File: config.mk
export PLATFORM = sky130hd
export DESIGN_NAME = load_align_unit
export DESIGN_NICKNAME = d
export VERILOG_FILES = /design/src/rtl/ldal_pkg.sv /design/src/rtl/ldal_addr_gen.sv /design/src/rtl/ldal_data_align.sv /design/src/rtl/ldal_wb_stage.sv /design/src/rtl/load_align_unit.sv
export SDC_FILE = /design/constraint.sdc
export NUM_CORES = 1
export LEC_CHECK = 0
export BUFFER_PORTS_ARGS = -buffer_cell sky130_fd_sc_hd__buf_2
export CAP_MARGIN = 40
export CORE_MARGIN = 2
export CORE_UTILIZATION = 43
export CTS_CLUSTER_SIZE = 24
export DETAILED_ROUTE_END_ITERATION = 10
export HOLD_SLACK_MARGIN = 0.03
export PLACE_DENSITY = 0.76
export SLEW_MARGIN = 20
export SYNTH_ARGS = -nofsm -noshare
export SYNTH_HDL_FRONTEND = slang
export SYNTH_SLANG_ARGS = --single-unit
File: constraint.sdc
create_clock -name clk -period 2.2 [get_ports clk]
set_input_delay 0.11 -clock clk [delete_from_list [all_inputs] [get_ports clk]]
set_output_delay 0.11 -clock clk [all_outputs]
set_load 0.02 [all_outputs]
File: src/rtl/ldal_pkg.sv
package ldal_pkg;
  localparam int XLEN    = 32;
  localparam int STATE_W = 3;

  localparam logic [STATE_W-1:0] ST_FETCH = 3'd1;
  localparam logic [STATE_W-1:0] ST_EXEC  = 3'd2;
  localparam logic [STATE_W-1:0] ST_WAITL = 3'd3;

  localparam logic [6:0] OPC_LOAD = 7'b0000011;

  localparam logic [2:0] F3_SB  = 3'd0;
  localparam logic [2:0] F3_SH  = 3'd1;
  localparam logic [2:0] F3_W   = 3'd2;
  localparam logic [2:0] F3_UB  = 3'd4;
  localparam logic [2:0] F3_UH  = 3'd5;

  typedef struct packed {
    logic            ok;     // access stays inside the word
    logic            known;  // funct3 is a load type
    logic [XLEN-1:0] val;
  } align_res_t;

  function automatic logic [XLEN-1:0] sext12(input logic [11:0] v);
    return {{(XLEN-12){v[11]}}, v};
  endfunction

  function automatic align_res_t align_word(input logic [XLEN-1:0] w,
                                            input logic [1:0] off,
                                            input logic [2:0] f3);
    align_res_t r;
    logic [XLEN-1:0] sh;
    sh = w >> {off, 3'b000};
    r.ok = 1'b1;
    r.known = 1'b1;
    r.val = '0;
    case (f3)
      F3_SB: r.val = {{(XLEN-8){sh[7]}}, sh[7:0]};
      F3_UB: r.val = {{(XLEN-8){1'b0}}, sh[7:0]};
      F3_SH: begin
        r.ok = (off != 2'd3);
        r.val = {{(XLEN-16){sh[15]}}, sh[15:0]};
      end
      F3_UH: begin
        r.ok = (off != 2'd3);
        r.val = {{(XLEN-16){1'b0}}, sh[15:0]};
      end
      F3_W: begin
        r.ok = (off == 2'd0);
        r.val = w;
      end
      default: r.known = 1'b0;
    endcase
    return r;
  endfunction
endpackage

File: src/rtl/ldal_addr_gen.sv
module ldal_addr_gen
  import ldal_pkg::*;
(
  input  logic               clk,
  input  logic               rst_n,
  input  logic [STATE_W-1:0] core_state,
  input  logic [XLEN-1:0]    pc,
  input  logic [XLEN-1:0]    instr,
  input  logic [XLEN-1:0]    rs1_val,
  output logic [XLEN-1:0]    mem_addr,
  output logic [1:0]         byte_off
);
  logic            is_load_exec;
  logic [XLEN-1:0] eff_addr;

  assign is_load_exec = (core_state == ST_EXEC) && (instr[6:0] == OPC_LOAD);
  assign eff_addr     = rs1_val + sext12(instr[31:20]);

  always_comb begin
    if (core_state == ST_FETCH)  mem_addr = pc;
    else if (is_load_exec)       mem_addr = eff_addr;
    else                         mem_addr = '0;
  end

  always_ff @(posedge clk) begin
    if (!rst_n)            byte_off <= 2'd0;
    else if (is_load_exec) byte_off <= eff_addr[1:0];
  end

  p_off_hold_r3: assert property (@(posedge clk) disable iff (!rst_n)
    !is_load_exec |=> $stable(byte_off));
  p_off_capture_r3: assert property (@(posedge clk) disable iff (!rst_n)
    is_load_exec |=> byte_off == $past(mem_addr[1:0]));
endmodule

File: src/rtl/ldal_data_align.sv
module ldal_data_align
  import ldal_pkg::*;
(
  input  logic [XLEN-1:0] rd_data,
  input  logic [1:0]      byte_off,
  input  logic [2:0]      funct3,
  output logic            acc_ok,
  output logic            acc_known,
  output logic [XLEN-1:0] acc_val
);
  align_res_t res;
  assign res       = align_word(rd_data, byte_off, funct3);
  assign acc_ok    = res.ok;
  assign acc_known = res.known;
  assign acc_val   = res.val;
endmodule

File: src/rtl/ldal_wb_stage.sv
module ldal_wb_stage
  import ldal_pkg::*;
(
  input  logic               clk,
  input  logic               rst_n,
  input  logic               in_wait,
  input  logic [4:0]         rd_field,
  input  logic [2:0]         funct3,
  input  logic               acc_ok,
  input  logic               acc_known,
  input  logic [XLEN-1:0]    acc_val,
  output logic [4:0]         dst_idx,
  output logic [XLEN-1:0]    dst_val,
  output logic               dst_we,
  output logic               misalign_err
);
  logic fault_now;
  assign fault_now = in_wait && acc_known && !acc_ok;

  always_ff @(posedge clk) begin
    if (!rst_n) begin
      dst_idx      <= '0;
      dst_val      <= '0;
      dst_we       <= 1'b0;
      misalign_err <= 1'b0;
    end else begin
      dst_we       <= in_wait && !fault_now;
      misalign_err <= fault_now;
      if (in_wait && !fault_now) begin
        dst_idx <= acc_known ? rd_field : 5'd0;
        dst_val <= acc_known ? acc_val  : '0;
      end
    end
  end

  p_we_err_excl_r9: assert property (@(posedge clk) disable iff (!rst_n)
    !(dst_we && misalign_err));
  p_strobe_after_wait_r9: assert property (@(posedge clk) disable iff (!rst_n)
    (dst_we || misalign_err) |-> $past(in_wait));
  p_unsigned_byte_r4: assert property (@(posedge clk) disable iff (!rst_n)
    (in_wait && funct3 == F3_UB) |=> dst_val[XLEN-1:8] == '0);
  p_bad_code_zero_r8: assert property (@(posedge clk) disable iff (!rst_n)
    (in_wait && !acc_known) |=> (dst_we && dst_idx == 5'd0 && dst_val == '0));
endmodule

File: src/rtl/load_align_unit.sv
module load_align_unit
  import ldal_pkg::*;
(
  input  logic              clk,
  input  logic              rst_n,
  input  logic [2:0]        core_state,
  input  logic [31:0]       pc,
  input  logic [31:0]       instr,
  input  logic [31:0]       rs1_val,
  input  logic [31:0]       rd_data,
  output logic [31:0]       mem_addr,
  output logic [4:0]        dst_idx,
  output logic [31:0]       dst_val,
  output logic              dst_we,
  output logic              misalign_err
);
  logic [1:0]      byte_off;
  logic            acc_ok;
  logic            acc_known;
  logic [XLEN-1:0] acc_val;
  logic            in_wait;

  assign in_wait = (core_state == ST_WAITL);

  ldal_addr_gen u_addr (
    .clk(clk), .rst_n(rst_n), .core_state(core_state), .pc(pc),
    .instr(instr), .rs1_val(rs1_val), .mem_addr(mem_addr), .byte_off(byte_off)
  );

  ldal_data_align u_align (
    .rd_data(rd_data), .byte_off(byte_off), .funct3(instr[14:12]),
    .acc_ok(acc_ok), .acc_known(acc_known), .acc_val(acc_val)
  );

  ldal_wb_stage u_wb (
    .clk(clk), .rst_n(rst_n), .in_wait(in_wait), .rd_field(instr[11:7]),
    .funct3(instr[14:12]), .acc_ok(acc_ok), .acc_known(acc_known),
    .acc_val(acc_val), .dst_idx(dst_idx), .dst_val(dst_val),
    .dst_we(dst_we), .misalign_err(misalign_err)
  );

  p_fetch_addr_r1: assert property (@(posedge clk) disable iff (!rst_n)
    (core_state == ST_FETCH) |-> mem_addr == pc);
  p_err_pulse_r7: assert property (@(posedge clk) disable iff (!rst_n)
    misalign_err |-> !dst_we);
endmodule

==> reports/metrics.csv, run 1 <==
metric,value,unit
Antenna Nets Post-Route,0,
flop2flop setup slack,0.25,ns
largest net degree at the start of global routing,35,
Placeable Area,9240,sq um
Inserted Diodes,0,
Final Routed Wirelength,14600,um
Syn Inst Count,530,
Routed wire per std cell,16.0,um
Worst-path clk slew,0.08,ns
slowest cell on the critical path,fa_2,
sw power,0.905,mW
Fin. Hold Viols,0,
Synth area leaders,"dfxtp_1, ha_1, a21oi_1, nor2_1, a22o_1",
# port buffers,198,
crit path kind,primary input to output port,
"Design Area, Final",6090,sq um
gr usage total,26.4,%
CP peak stage delay,0.35,ns
worst-skew pair later-pin latency,0.30,ns
CP Cell Sequence,buf_6 > ha_4 > fa_2 > a211oi_2 > o21bai_2 > a21oi_2 > o41ai_4 > a31oi_4 > o221ai_4 > o211ai_2 > xnor2_1 > a22o_1 > buf_6,
internal cell power,1.60,mW
gpl congestion,0.896,
Final WS setup,-0.315,ns
fin. max-slew vios,0,
layout cell share with drive strength beyond 1,44.3,%
DP HPWL,11300,um
share of the synthesized area in the top cell type,20.1,%
"FFs w/ async S/R, synth",0,%
DR iter-0 viols,244,
Post-Syn Area,4090,sq um
kind of cell adding the most delay to the critical path,compound AO/OA/AOI/OAI gates,
CTS sink cnt,41,
Critical Path RT,2.09,ns
most instantiated cells after synthesis,"nor2_1, a21oi_1, dfxtp_1",
first-pass GRT wire length,22300,um
register share of total power,30.4,%
syn_area_per_cell,7.71,sq um
Lkg Pwr,2.92,nW
violated checks,negative setup slack,
Max Cap Viol,0,
Die Span X,102,um
"EDFF count, synth",0,
fillcell total,811,
CP bufs+invs,2,
vias per cell,5.57,
CP most frequent cell,buf_6,
row count,35,
DRC viols,0,
placed cell area,5670,sq um
Die Area,10300,sq um
max frequency,398,MHz
Min-Delay Path Class,primary input to flip-flop,
clk buf depth,2,
switching share of power,36.1,%
fin crit share,114,%
crit end category,output port,
CP Max Fanout,3,
worst hold start,instr[7],
setup TNS,-3.50,ns
Worst Skew,0.00421,ns
io pins,204,
# H-tree levels,2,
worst ir drop on vdd,0.250,mV
DR vias,5081,
worst slew pin tran,0.701,ns
pre-CTS setup slack,-0.405,ns
register bit total from synthesis,41,
cts bufs inserted,5,
Slew HR,53.2,%
initial antenna violation count,0,
Final Power,2.51,mW
unrepaired setup endpoints after global routing,yes,
"Top FF cell, synth",dfxtp_1,
Synthesis Warnings,0,
GRT Residual Overflow,0,
CTS tree,done,
"Hold-fix buffers, CTS",0,
power density cells,412,nW/um^2
most frequent cell after synthesis,nor2_1,
Setup-failing EPs final,18,
crit path launch,rs1_val[0],
outcome,"complete, but fails checks",
Synth Net Count,695,
"area leader, netlist",dfxtp_1,
height of the chip,102,um
Area Growth Syn to Fin,49.0,%
vias in the first global route,4941,
clock share of power,21.3,%
nets,948,
Worst R2R Start,u_addr.byte_off[0],
Yosys cell types,63,
combinational share of power,48.3,%
Root Buffer,clkbuf_8,
sequential share of the synthesized area,20.1,%
Critical Path AT,2.41,ns
hold slack,0.0527,ns
Final Critical Period,2.52,ns
Startpoint Class,primary input,
total iterations of the first detailed-routing run,5,
Initial Util,44.2,%
layout by cell type (no fill, tap or decap), drive strengths merged, types with 7 or more instances in the layout:
cell type  instances
a221oi             7
a22o              33
nor2              80
dfxtp             41
a21oi             74
buf              282
a22oi             20
mux2               7
xor2               9
inv                9
a21o              17
nand2             33
o21ai             29
nand3              8
mux2i             10
xnor2             21
ha                31
stage by stage:
stage                     utilization [%]  cells
after floorplan                         -    530
after detailed placement             61.4    895
after CTS                            64.4    909
after global routing                 65.9    913
after global placement               61.4    895
final                                65.9    913
worst register-to-register path: stages (launching register included):
cell	delay, ns
dfxtp_1	0.42
buf_4	0.31
nor2b_1	0.49
a22oi_1	0.20
o21ai_0	0.26
a22oi_1	0.11
nor2_1	0.10
what timing repair did:
| action | CTS | global route |
|---|---|---|
| endpoints found under the setup margin | 19 | 22 |
| pin swaps | 27 | 18 |
| setup buffers | 7 | 5 |
| gates resized for setup | 34 | 23 |
cell families after synthesis:
logic type	synth area share, %
AOI/OAI and AO/OA	36.4
and+or+nand+nor	17.0
buffers and inverters	5.20
DFF	20.1
adders and majority gates	9.98
xor gates and xnor gates	6.43
muxes	4.93
sequential cells by signal, indices dropped and copies added, names as in the netlist:
| register | flops |
|---|---|
| u_wb.dst_val | 32 |
| u_wb.dst_idx | 5 |
| u_addr.byte_off | 2 |
| u_wb.dst_we | 1 |
| u_wb.misalign_err | 1 |
worst paths after layout:
| kind | endpoint | depth (start not counted) |
|---|---|---|
| max | mem_addr[28] | 13 |
| max reg2reg | u_wb.dst_val[6] | 6 |
| min reg2reg | u_wb.dst_val[23] | 2 |
| min | u_wb.dst_idx[0] | 3 |
power by group through the flow:
stage,clock [mW],sequential [mW],combinational [mW]
floorplan,0,0.795,0.617
global placement,0,0.779,1.05
detailed placement,0,0.779,1.08
CTS,0.535,0.762,1.14
global route,0.575,0.764,1.31
finish,0.534,0.762,1.21
area by class of cell:
cell class | count | area, sq um | area share, %
clock buffer | 6 | 82.6 | 1.36
timing repair buffer | 282 | 1750 | 28.7
clock inverter | 2 | 13.8 | 0.226
multi-input combinational | 444 | 3230 | 53.1
sequential | 41 | 821 | 13.5
inverter | 9 | 33.8 | 0.555
tap | 129 | 161 | 2.65
metal layers:
metal	routed length (um)	vias up	GRT usage (%)
met5	0	-	0
li1	-	2459	-
met4	294	0	7.80
met3	816	30	4.69
met1	6090	2418	32.1
met2	7380	174	47.3
Note: power is estimated with default switching activity, not from simulation.
==> run 2, diff against run 1 <==
SETUP_SLACK_MARGIN = 0.1   (was unset)
==> run 2 against run 1 <==
  * The flow still finishes with violations (negative setup slack)
  * Worst setup slack better by 0.015 ns
  * Sequential power is essentially flat
  * Critical path depth unchanged
  * Clock power is 37% higher
  * First-iteration DRC count down 4.1%
  * Power is 12% higher
  * Combinational power is 9% higher
  * Clock-buffer cell count shrank 1
  * Final cell count rose by 1.9%
  * Global-route usage grew 2.1 points
  * Register-to-register slack barely moved
  * Critical endpoint is now mem_addr[22]
==> reports/metrics.csv, run 2 (synthesized netlist as in run 1, its figures left out) <==
metric,value,unit,change
outcome,"complete, but fails checks",,
violated checks,negative setup slack,,
Antenna Nets Post-Route,0,,unchanged
Worst-path clk slew,0.08,ns,about the same
Largest register FFs,32,,unchanged
Inserted Diodes,0,,unchanged
Setup-failing EPs final,19,,+1
slowest cell on the critical path,fa_2,,
CP Max Fanout,3,,unchanged
reg2reg path depth,6,,unchanged
gpl congestion,0.975,,+8.8%
first-pass GRT wire length,23800,um,+6.9%
# port buffers,198,,unchanged
largest net degree at the start of global routing,39,,+11%
Hold Path Depth,3,,unchanged
Hold Path Sink,u_wb.dst_idx[2],,
Initial Util,44.2,%,unchanged
worst ir drop on vdd,0.336,mV,+35%
CP peak stage delay,0.34,ns,about the same
Worst R2R Start,u_addr.byte_off[0],,
CTS tree,done,,
initial antenna violation count,0,,unchanged
Lkg Pwr,3.06,nW,+4.7%
crit end category,output port,,
Slew HR,62.2,%,+9.0 points
Critical Path AT,2.39,ns,-0.02 ns
Min-Delay Path Class,primary input to flip-flop,,
worst slew pin tran,0.566,ns,-0.135 ns
crit path kind,primary input to output port,,
clk buf depth,2,,unchanged
Fin. Hold Viols,0,,unchanged
DR vias,5183,,+2.0%
DRC viols,0,,unchanged
Util after Layout,69.3,%,+3.4 points
# H-tree levels,2,,unchanged
flop2flop setup slack,0.26,ns,about the same
"Hold-fix buffers, CTS",0,,unchanged
Die Span X,102,um,unchanged
CP Cell Sequence,buf_8 > ha_4 > fa_2 > a211oi_2 > o21bai_2 > a21oi_2 > o41ai_4 > a31oi_4 > o21ai_2 > a31oi_1 > xnor2_1 > a22o_1 > buf_6,,
unrepaired setup endpoints after global routing,yes,,
fin crit share,114,%,-0.67 points
crit path launch,rs1_val[0],,
io pins,204,,unchanged
fillcell total,767,,-5.4%
worst r2r dst,u_wb.dst_val[1],,
Area Growth Syn to Fin,56.7,%,
vias in the first global route,5094,,+3.1%
layout cell share with drive strength beyond 1,46.8,%,+2.6 points
hold slack,0.0514,ns,-0.00131 ns
Critical Path RT,2.09,ns,about the same
Max Cap Viol,0,,unchanged
Startpoint Class,primary input,,
DR iter-0 viols,234,,-4.1%
Routed wire per std cell,16.3,um,+2.3%
Worst Skew,0.00624,ns,+0.00203 ns
Die Area,10300,sq um,unchanged
Final Routed Wirelength,15200,um,+4.2%
"most common cell after layout, fill and taps aside",buf_2,,
row count,35,,unchanged
gr usage total,28.5,%,+2.1 points
Root Buffer,clkbuf_8,,
Top reg by flops,u_wb.dst_val,,
total iterations of the first detailed-routing run,5,,unchanged
"commonest cells after routing, fill and taps aside","buf_2, buf_4, nor2_1",,
DP HPWL,11500,um,+1.3%
max frequency,400,MHz,+0.59%
fin. max-slew vios,0,,unchanged
vias per cell,5.57,,+0.14%
cts bufs inserted,5,,unchanged
Placeable Area,9240,sq um,unchanged
height of the chip,102,um,unchanged
Final WS setup,-0.300,ns,+0.0148 ns
Final Power,2.81,mW,+12%
worst-skew pair later-pin latency,0.30,ns,about the same
GRT Residual Overflow,0,,unchanged
nets,965,,+1.8%
Final Critical Period,2.50,ns,-0.0148 ns
worst hold start,instr[9],,
power density cells,439,nW/um^2,+6.8%
CTS sink cnt,41,,unchanged
top flop regs,"u_wb.dst_val (32), u_wb.dst_idx (5), u_addr.byte_off (2)",,
-- run 2: how the worst max path moves through the flow --
| stage | cells after the start | end | slack, ns |
|---|---|---|---|
| floorplan | 11 | mem_addr[28] | -0.08 |
| global placement | 13 | mem_addr[30] | -0.30 |
| detailed placement | 13 | mem_addr[30] | -0.35 |
| CTS | 13 | mem_addr[30] | -0.32 |
| global route | 13 | mem_addr[30] | -0.43 |
| finish | 13 | mem_addr[22] | -0.30 |
-- run 2: routing by layer --
| layer | vias to the layer above | wire length (um) | global-route usage, % |
|---|---|---|---|
| met5 | - | 0 | 0 |
| met4 | 0 | 374 | 9.67 |
| met3 | 34 | 1140 | 5.04 |
| met2 | 246 | 7640 | 49.7 |
| met1 | 2412 | 6030 | 35.4 |
| li1 | 2491 | - | - |
-- run 2: metrics by stage --
stage | area, sq um | setup TNS (ns) | instances | worst slack [ns]
finish | 6400 | -4.08 | 930 | -0.300
global route | 6400 | -6.43 | 930 | -0.426
CTS | 6260 | -3.74 | 927 | -0.321
detailed placement | 5800 | -4.23 | 908 | -0.352
global placement | 5800 | -3.56 | 908 | -0.304
floorplan | 4150 | -0.196 | 530 | -0.0836
-- run 2: final cells by class --
cell class                      instances  area [sq um]  area share (%)
Timing Repair Buffer                  299          1910            29.8
Inverter                                9          33.8           0.528
Sequential cell                        41           821            12.8
Tap cell                              129           161            2.52
Multi-Input combinational cell        444          3340            52.1
Clock buffer                            5          68.8            1.07
Clock inverter                          3          68.8            1.07
-- run 2: power breakdown --
part           internal (mW)  total [mW]  switching [mW]
registers              0.755       0.762         0.00670
logic                  0.654        1.32           0.664
clock network          0.457       0.734           0.277
total                   1.87        2.81           0.948
-- run 2: critical path: cells and delay by family --
family	cells	cell delay [ns]
XOR/XNOR	1	0.15
AO/OA/AOI/OAI	8	1.41
buffers and inverters	2	0.22
adder cells (fa/ha/maj)	2	0.49
-- run 2: what timing repair did --
item,in CTS,in global routing
pin swaps,33,28
setup buffers,11,5
resized for setup,56,27
setup endpoints to repair,22,41
